===== src/rtl/mbar_pkg.sv =====
package mbar_pkg;
  typedef enum logic [1:0] {
    ST_IDLE   = 2'd0,
    ST_DECODE = 2'd1,
    ST_ACTIVE = 2'd2
  } tgt_state_e;

  typedef enum logic [1:0] {
    ORD_LINEAR = 2'b00,
    ORD_TOGGLE = 2'b01,
    ORD_RSV2   = 2'b10,
    ORD_RSV3   = 2'b11
  } burst_order_e;

  localparam logic [3:0] CMD_MEM_RD      = 4'b0110;
  localparam logic [3:0] CMD_MEM_WR      = 4'b0111;
  localparam logic [3:0] CMD_MEM_RD_MULT = 4'b1100;
  localparam logic [3:0] CMD_MEM_RD_LINE = 4'b1110;
  localparam logic [3:0] CMD_MEM_WR_INV  = 4'b1111;

  function automatic logic is_mem_cmd(input logic [3:0] cmd);
    return (cmd == CMD_MEM_RD) || (cmd == CMD_MEM_WR) ||
           (cmd == CMD_MEM_RD_MULT) || (cmd == CMD_MEM_RD_LINE) ||
           (cmd == CMD_MEM_WR_INV);
  endfunction
endpackage


===== src/rtl/mbar_addr_match.sv =====
module mbar_addr_match #(
  parameter int ADDR_W   = 32,
  parameter int WIN_LOG2 = 19,
  localparam int BASE_W  = ADDR_W - WIN_LOG2
) (
  input  logic [ADDR_W-1:0] addr,
  input  logic [3:0]        cmd,
  input  logic [BASE_W-1:0] base,
  output logic              hit
);
  import mbar_pkg::*;

  logic base_eq;
  logic cmd_ok;

  always_comb begin
    base_eq = (addr[ADDR_W-1:WIN_LOG2] == base);
    cmd_ok  = is_mem_cmd(cmd);
    hit     = base_eq && cmd_ok;
  end
endmodule


===== src/rtl/mbar_order_check.sv =====
module mbar_order_check (
  input  logic [1:0] order_code,
  output logic       unsupported
);
  import mbar_pkg::*;

  burst_order_e ord;

  always_comb begin
    ord = burst_order_e'(order_code);
    unique case (ord)
      ORD_LINEAR: unsupported = 1'b0;
      ORD_TOGGLE: unsupported = 1'b1;
      ORD_RSV2:   unsupported = 1'b1;
      ORD_RSV3:   unsupported = 1'b1;
      default:    unsupported = 1'b1;
    endcase
  end
endmodule


===== src/rtl/mbar_offset_ctr.sv =====
module mbar_offset_ctr #(
  parameter int OFF_W = 17
) (
  input  logic             clk,
  input  logic             rst_n,
  input  logic             load,
  input  logic [OFF_W-1:0] load_val,
  input  logic             step,
  output logic [OFF_W-1:0] offset
);
  always_ff @(posedge clk or negedge rst_n) begin
    if (!rst_n) begin
      offset <= '0;
    end else if (load) begin
      offset <= load_val;
    end else if (step) begin
      offset <= offset + OFF_W'(1);
    end
  end

  a_r5_step_one: assert property (@(posedge clk) disable iff (!rst_n)
    (step && !load) |=> (offset == $past(offset) + OFF_W'(1)));
endmodule


===== src/rtl/mbar_target_decode.sv =====
module mbar_target_decode #(
  parameter int ADDR_W   = 32,
  parameter int WIN_LOG2 = 19,
  localparam int BASE_W  = ADDR_W - WIN_LOG2,
  localparam int OFF_W   = WIN_LOG2 - 2
) (
  input  logic              clk,
  input  logic              rst_n,
  input  logic              frame_n,
  input  logic              irdy_n,
  input  logic              trdy_n,
  input  logic [ADDR_W-1:0] ad,
  input  logic [3:0]        cbe_n,
  input  logic [BASE_W-1:0] win_base,
  output logic              claim,
  output logic              devsel_n,
  output logic [OFF_W-1:0]  dw_offset,
  output logic              order_err,
  output logic              disc_req
);
  import mbar_pkg::*;

  tgt_state_e state_q;
  logic       frame_q;
  logic       hit;
  logic       ord_bad;
  logic       addr_phase;
  logic       start;
  logic       xfer;
  logic       err_q;

  mbar_addr_match #(.ADDR_W(ADDR_W), .WIN_LOG2(WIN_LOG2)) u_match (
    .addr (ad),
    .cmd  (cbe_n),
    .base (win_base),
    .hit  (hit)
  );

  mbar_order_check u_order (
    .order_code  (ad[1:0]),
    .unsupported (ord_bad)
  );

  always_comb begin
    addr_phase = frame_q && !frame_n && irdy_n;
    start      = (state_q == ST_IDLE) && addr_phase && hit;
    xfer       = (state_q == ST_ACTIVE) && !irdy_n && !trdy_n;
  end

  mbar_offset_ctr #(.OFF_W(OFF_W)) u_ctr (
    .clk      (clk),
    .rst_n    (rst_n),
    .load     (start),
    .load_val (ad[WIN_LOG2-1:2]),
    .step     (xfer),
    .offset   (dw_offset)
  );

  always_ff @(posedge clk or negedge rst_n) begin
    if (!rst_n) begin
      frame_q <= 1'b1;
      state_q <= ST_IDLE;
      err_q   <= 1'b0;
    end else begin
      frame_q <= frame_n;
      unique case (state_q)
        ST_IDLE: begin
          if (start) begin
            state_q <= ST_DECODE;
            err_q   <= ord_bad;
          end
        end
        ST_DECODE: begin
          if (frame_n && irdy_n) begin
            state_q <= ST_IDLE;
            err_q   <= 1'b0;
          end else begin
            state_q <= ST_ACTIVE;
          end
        end
        ST_ACTIVE: begin
          if ((xfer && frame_n) || (frame_n && irdy_n)) begin
            state_q <= ST_IDLE;
            err_q   <= 1'b0;
          end
        end
        default: begin
          state_q <= ST_IDLE;
          err_q   <= 1'b0;
        end
      endcase
    end
  end

  always_comb begin
    claim     = (state_q != ST_IDLE);
    devsel_n  = (state_q != ST_ACTIVE);
    order_err = err_q;
    disc_req  = (state_q == ST_ACTIVE) && err_q;
  end

  a_r2_claim_needs_hit: assert property (@(posedge clk) disable iff (!rst_n)
    $rose(claim) |-> $past(hit) && $past(addr_phase));

  a_r3_medium_select: assert property (@(posedge clk) disable iff (!rst_n)
    $fell(devsel_n) |-> $past(claim) && $past(devsel_n));

  a_r3_select_inside_claim: assert property (@(posedge clk) disable iff (!rst_n)
    !devsel_n |-> claim);

  a_r6_order_flag: assert property (@(posedge clk) disable iff (!rst_n)
    $rose(claim) |-> (order_err == ($past(ad[1:0]) != 2'b00)));

  a_r7_disc_gated: assert property (@(posedge clk) disable iff (!rst_n)
    disc_req |-> (order_err && !devsel_n));

  a_r8_end_release: assert property (@(posedge clk) disable iff (!rst_n)
    (!devsel_n && !irdy_n && !trdy_n && frame_n) |=> (!claim && devsel_n));
endmodule


===== config.mk =====
export PLATFORM = sky130hd
export DESIGN_NAME = mbar_target_decode
export DESIGN_NICKNAME = d
export VERILOG_FILES = /design/src/rtl/mbar_pkg.sv /design/src/rtl/mbar_addr_match.sv /design/src/rtl/mbar_order_check.sv /design/src/rtl/mbar_offset_ctr.sv /design/src/rtl/mbar_target_decode.sv
export SDC_FILE = /design/constraint.sdc
export NUM_CORES = 1
export LEC_CHECK = 0
export BUFFER_PORTS_ARGS = -buffer_cell sky130_fd_sc_hd__buf_2
export CORE_AREA = 5 5 62 64
export CTS_CLUSTER_DIAMETER = 150
export CTS_CLUSTER_SIZE = 28
export DETAILED_ROUTE_END_ITERATION = 10
export DIE_AREA = 0 0 67 69
export PLACE_DENSITY = 0.75
export SLEW_MARGIN = 20
export SYNTH_ARGS = -nofsm -noshare
export SYNTH_HDL_FRONTEND = slang
export SYNTH_HIERARCHICAL = 1
export SYNTH_SLANG_ARGS = --single-unit

===== constraint.sdc =====
create_clock -name clk -period 2.2 [get_ports clk]
set_input_delay 0.44 -clock clk [delete_from_list [all_inputs] [get_ports clk]]
set_output_delay 0.44 -clock clk [all_outputs]
set_load 0.02 [all_outputs]

==> Word-level counts from Yosys, hierarchy flattened <==
Index checks and enable logic that the tools add are counted.
{ "word_totals": {"reg_bits": 21, "latchBits": 0, "ram_bits": 0, "mem_bits_ro": 0, "input_bits": 54, "out_inout_bits": 21, "wordCells": 56, "mem_count": 0} }
{ "classes": {"add_sub_neg": 1, "mul": 0, "div_mod_pow": 0, "magnitude_cmp": 0, "n_eq_ne": 15, "shift": 0, "n_mux": 11, "bitwise": 0, "reduce_logical": 25} }
{ "ops": {"columns": ["cell", "n"], "rows": [
  ["two-way mux 17 bit", 2],
  ["adder 17 x 1 -> 17 bit, second input constant", 1],
  ["== test 13 bit", 1],
  ["== test 4 bit, second input constant", 3],
  ["logical AND 1 bit", 10],
  ["== test 4 x 3 -> 1 bit, second input constant", 2],
  ["inequality test 2 bit, second input constant", 4],
  ["== test 2 bit, second input constant", 3],
  ["two-way mux 2 bit", 3],
  ["one-hot mux 2 bit (3 select lines)", 1],
  ["logical OR 1 bit", 5],
  ["== test 2 x 1 -> 1 bit, second input constant", 2],
  ["zero test 2 bit", 2],
  ["nonzero test 2 bit", 2],
  ["zero test 1 bit", 3],
  ["two-way mux 1 bit", 3],
  ["one-hot mux 1 bit (3 select lines)", 1],
  ["AND reduction 3 bit", 1],
  ["OR reduction 3 bit", 1],
  ["one-hot mux 1 bit (2 select lines)", 1],
  ["AND reduction 2 bit", 1]
]} }

==> Depth between registers and ports, before layout <==
{ "depth": {"word_depth": 9, "depth_mapped": 10, "ltp_nobuf": 9} }

==> Modules after synthesis <==
Netlist, hierarchy kept.
{ "modules_own_cells": {"columns": ["mod", "instances", "cells_per_inst", "area_per_inst_um2", "seq_area_each_um2"], "rows": [
  ["mbar_offset_ctr", 1, 101, 929.6, 425.4],
  ["mbar_target_decode", 1, 21, 216.5, 101.3],
  ["mbar_addr_match", 1, 20, 153.9, 0.0],
  ["mbar_order_check", 1, 1, 6.3, 0.0]
]} }

==> Worst setup path after synthesis <==
Ideal clock, no wire load.
{ "synth_path": {"kind": "input to register", "startpoint": "input win_base[4]", "endpoint": "register u_ctr.offset[12]", "setup_ns": 0.131, "arrival_time_ns": 2.278, "t_required_ns": 2.069, "slack_ns": -0.209, "cell_stages": 10, "path_buffers": 1, "cell_sequence": "xor2_1 -> nor4_1 -> nand4_1 -> nor4_1 -> nand4b_4 -> nor2_1 -> clkbuf_1 -> clkinv_1 -> nor2_1 -> a31oi_1"} }
{ "synth_between": {"elab_chain_len": 4, "word_cells_on_any_way": 5, "cone_classes": "1 x eq/ne; 1 x mux; 3 x reduce/logical"} }
{ "synth_rtl": {"columns": ["element", "line", "rtl"], "rows": [
  ["from (decl)", "mbar_target_decode.sv:14", "input logic [BASE_W-1:0] win_base,"],
  ["== test 13 bit (*)", "mbar_addr_match.sv:17", "base_eq = (addr[ADDR_W-1:WIN_LOG2] == base);"],
  ["logical AND 1 bit (*)", "mbar_addr_match.sv:19", "hit = base_eq && cmd_ok;"],
  ["named net hit", "mbar_target_decode.sv:25", "logic hit;"],
  ["logical AND 1 bit (*)", "mbar_target_decode.sv:46", "start = (state_q == ST_IDLE) && addr_phase && hit;"],
  ["named net start", "mbar_target_decode.sv:28", "logic start;"],
  ["two-way mux 17 bit / nonzero test 2 bit (equally long branches)", null, null],
  ["to (signal assigned)", "mbar_offset_ctr.sv:15", "offset <= load_val;"],
  ["to (signal assigned)", "mbar_offset_ctr.sv:17", "offset <= offset + OFF_W'(1);"],
  ["to (decl)", "mbar_offset_ctr.sv:9", "output logic [OFF_W-1:0] offset"]
]} }
Mark *: on every way through the listed nets, which the timed path passes. The rest lies on a longest branch.
A chain may end at the register's enable or synchronous reset.

==> Worst setup path after layout <==
{ "layout_path": {"startpoint": "register state_q[0]", "endpoint": "register u_ctr.offset[13]"} }
{ "layout_between": {"elab_chain_len": 4, "word_cells_on_any_way": 8, "cone_classes": "1 x eq/ne; 1 x mux; 6 x reduce/logical"} }
{ "layout_rtl": {"columns": ["element", "line", "rtl"], "rows": [
  ["from (decl)", "mbar_target_decode.sv:23", "tgt_state_e state_q;"],
  ["from (signal assigned)", "mbar_target_decode.sv:62", "state_q <= ST_IDLE;"],
  ["from (signal assigned)", "mbar_target_decode.sv:69", "state_q <= ST_DECODE;"],
  ["from (signal assigned)", "mbar_target_decode.sv:75", "state_q <= ST_IDLE;"],
  ["== test 2 bit", "mbar_target_decode.sv:47", "xfer = (state_q == ST_ACTIVE) && !irdy_n && !trdy_n;"],
  ["logical AND 1 bit (2 in a row)", "mbar_target_decode.sv:47", null],
  ["named net xfer", "mbar_target_decode.sv:29", "logic xfer;"],
  ["nonzero test 2 bit (no line)", null, null]
]} }
The timed path passes the listed nets, and every way through them passes these cells.

==> out/metrics.cfg <==
[placement]
placedCellCount = 263
gp_congestion = 0.773
dpl.hpwl_mm = 2.70
portBuffers = 74

[logic_synthesis]
synthFlopType = dfrtp_1
ys_seq_area_frac = 0.403
synthArstFlopShare = 1.00
synth_cells = 143
synthDistinctLibCells = 32
syn_area_um2 = 1310
synth.avg_cell_area_um2 = 9.13
yosysWarnings = 6
syn_nets = 198
ys_seq_elements = 21
synth_edf_count = 0

[worst_hold_path]
hold_class = input port to async pin

[setup_path]
r2r_setup_slack_ns = 0.24
cp_cell_sequence = nand2b_1, nor3_1, buf_4, and4_2, nand4_2, or3_1, a31oi_1
reg2reg_depth = 7
crit_slowest_cell = dfrtp_1
critical-path-max-stage-delay_ns = 0.40
end_kind = flop
cp-start-kind = flop
cp.required_ns = 2.44
path_class = flop to flop
worstPathArrival_ns = 2.20
cp_max_fo = 6
rr_startpoint = state_q[0]$_DFFE_PN0P_
r2r-end = u_ctr/offset[13]$_DFFE_PN0P_

[sta]
finalHoldViolCount = 0
finalSetupViolCount = 0
worst_pin_slew_ns = 0.468
timing.setup.tns_ns = 0
finalMaxSlewViolations = 0
fin_crit_sh = 0.891
grt_setup_unrepaired = no
clock_skew_ns = 0.00925
period_minus_slack_ns = 1.96
max_slew_margin = 0.688
max_freq_mhz = 510

[cells_and_area]
antennaDiodeCount = 0
fin_nets = 277
drive_above_1_share = 0.403
fin_cells = 267
area_delta_synth_final_pct = 37.0

[clocking]
cts_tree = yes
cts_sinks = 21
ctsHtreeMaxLevel = 1
root_buffer = clkbuf_4
postCtsSetupBuffers = 0
clock_path_buffers = 2
clock_latency_ns = 0.31
cts_buffers = 3
clkTransAtPathRegs_ns = 0.13

[routing]
num_vias = 1327
wl_per_cell_um = 12.7
viasPerCell = 4.97
drc = 0
finalWirelength_mm = 3.39
first_pass_iters = 4
antenna_left = 0
drt_iter0_markers = 28

[global_routing]
grt_pass1_vias = 1281
gr-total-overflow = 0
grtUsageTotal = 0.144
grt_first_pass_wirelength_mm = 5.29
grt_max_degree = 22
antenna_found_initial = 0

[floorplan]
num_rows = 21
die-area_um2 = 4620
die_w_um = 67
core_area_um2 = 3230
die_h_um = 69
io_pins = 75
start_util = 0.404

[pwr]
power_density_nw_per_um2 = 380
ir_worst_vdd_mv = 0.222
p_leak_nw = 0.911

[job]
maxCapViolCount = 0

[run_status]
status = completed

[Yosys cell counts, types with 2 or more instances]
cell | n | share of area
nor4_1 | 2 | 0.0096
mux2i_1 | 2 | 0.015
dfrtp_1 | 20 | 0.38
nor2b_1 | 3 | 0.014
and4_1 | 4 | 0.027
or3_1 | 5 | 0.024
xor2_1 | 12 | 0.080
clkbuf_1 | 3 | 0.0086
nand4_1 | 6 | 0.029
nor3_1 | 2 | 0.0077
o21ai_1 | 14 | 0.054
nor2_1 | 8 | 0.023
nand3_1 | 3 | 0.011
and3_1 | 2 | 0.0096
o21ai_0 | 4 | 0.015
a31oi_1 | 5 | 0.024
buf_4 | 2 | 0.011
xnor2_1 | 11 | 0.074
nor3b_1 | 2 | 0.011
nand2_1 | 19 | 0.055
nand2b_1 | 2 | 0.0096
or2_1 | 2 | 0.0096
[area by class of cell]
cell class	count	area (um2)
Multi-Input combinational cell	115	762
Sequential cell	21	527
Tap cell	46	57.6
Fill cell	321	1440
Inverter	2	8.76
Timing Repair Buffer	79	408
Clock buffer	4	26.3
[placed cells by master (no fill, tap or decap), types with 2 or more instances in the layout]
master	n
clkbuf_4	3
a31oi_1	5
and3_1	2
nor3b_1	2
or3_1	5
o21ai_1	14
nor2b_1	3
xnor2_1	11
and4_1	3
xor2_1	12
buf_4	5
o21ai_0	4
mux2i_1	2
nor3_1	2
nand2b_1	2
nand4_1	6
or2_1	2
nor2_1	8
dfrtp_1	20
nand3_1	3
nand2_1	19
buf_2	74
[sequential cells by signal (all words and copies together) (netlist names)]
name / count
frame_q: 1
u_ctr/offset: 17
state_q: 2
order_err: 1
[stage by stage]
stage	hold slack, ns	setup slack [ns]	util	power, mW	area, um2
finish	0.0550	0.241	0.554	0.680	1790
floorplan	0.144	0.0493	-	0.428	1320
CTS	0.0770	0.171	0.551	0.685	1780
global placement	0.424	-0.00603	0.542	0.490	1750
detailed placement	0.426	-0.124	0.542	0.491	1750
global route	0.0844	0.00151	0.554	0.714	1790
[layer usage]
layer	vias to the layer above	part of all wire	global-route usage
met5	-	0	0
li1	659	-	-
met4	0	0.014	0.0495
met1	600	0.41	0.168
met3	5	0.15	0.0666
met2	63	0.42	0.228
[report_power, final]
| group | total [mW] | internal [mW] | switching (mW) |
|---|---|---|---|
| sequential | 0.391 | 0.389 | 0.00188 |
| combinational | 0.0933 | 0.0536 | 0.0397 |
| clock | 0.196 | 0.0709 | 0.125 |
| total | 0.680 | 0.513 | 0.167 |
[critical path: cells and delay by family (launching register included)]
kind / cells / cell delay [ns]
and+or+nand+nor: 5 / 1.14
DFF: 1 / 0.40
buffers and inverters: 1 / 0.18
AOI/OAI and AO/OA: 1 / 0.18
[worst max path at each step]
| stage | start | end | slack, ns | cells past startpoint |
|---|---|---|---|---|
| 3_3_place_gp | win_base[4] | u_ctr/offset[10]$_DFFE_PN0P_ | -0.006 | 10 |
| 4_1_cts | state_q[0]$_DFFE_PN0P_ | u_ctr/offset[13]$_DFFE_PN0P_ | 0.17 | 7 |
| 5_1_grt | state_q[0]$_DFFE_PN0P_ | u_ctr/offset[13]$_DFFE_PN0P_ | 0.002 | 7 |
| 2_1_floorplan | state_q[0]$_DFFE_PN0P_ | u_ctr/offset[13]$_DFFE_PN0P_ | 0.05 | 7 |
| 6_report | state_q[0]$_DFFE_PN0P_ | u_ctr/offset[13]$_DFFE_PN0P_ | 0.24 | 7 |
| 3_5_place_dp | win_base[4] | u_ctr/offset[10]$_DFFE_PN0P_ | -0.12 | 10 |
[cell families after synthesis]
family,count (synthesis),share of synthesized area
muxes,2,0.0153
and+or+nand+nor,63,0.282
DFF,21,0.403
buffers and inverters,7,0.0259
adders and majority gates,1,0.00958
AOI/OAI and AO/OA,26,0.110
xor gates and xnor gates,23,0.154
[what timing repair did]
item / in CTS / in global routing
setup endpoints to repair: 0 / 3
gates resized for setup: 0 / 2
hold buffers: 0 / 0
endpoints found under the hold margin: 0 / 0
No activity file was read; power rests on OpenSTA's default activity.
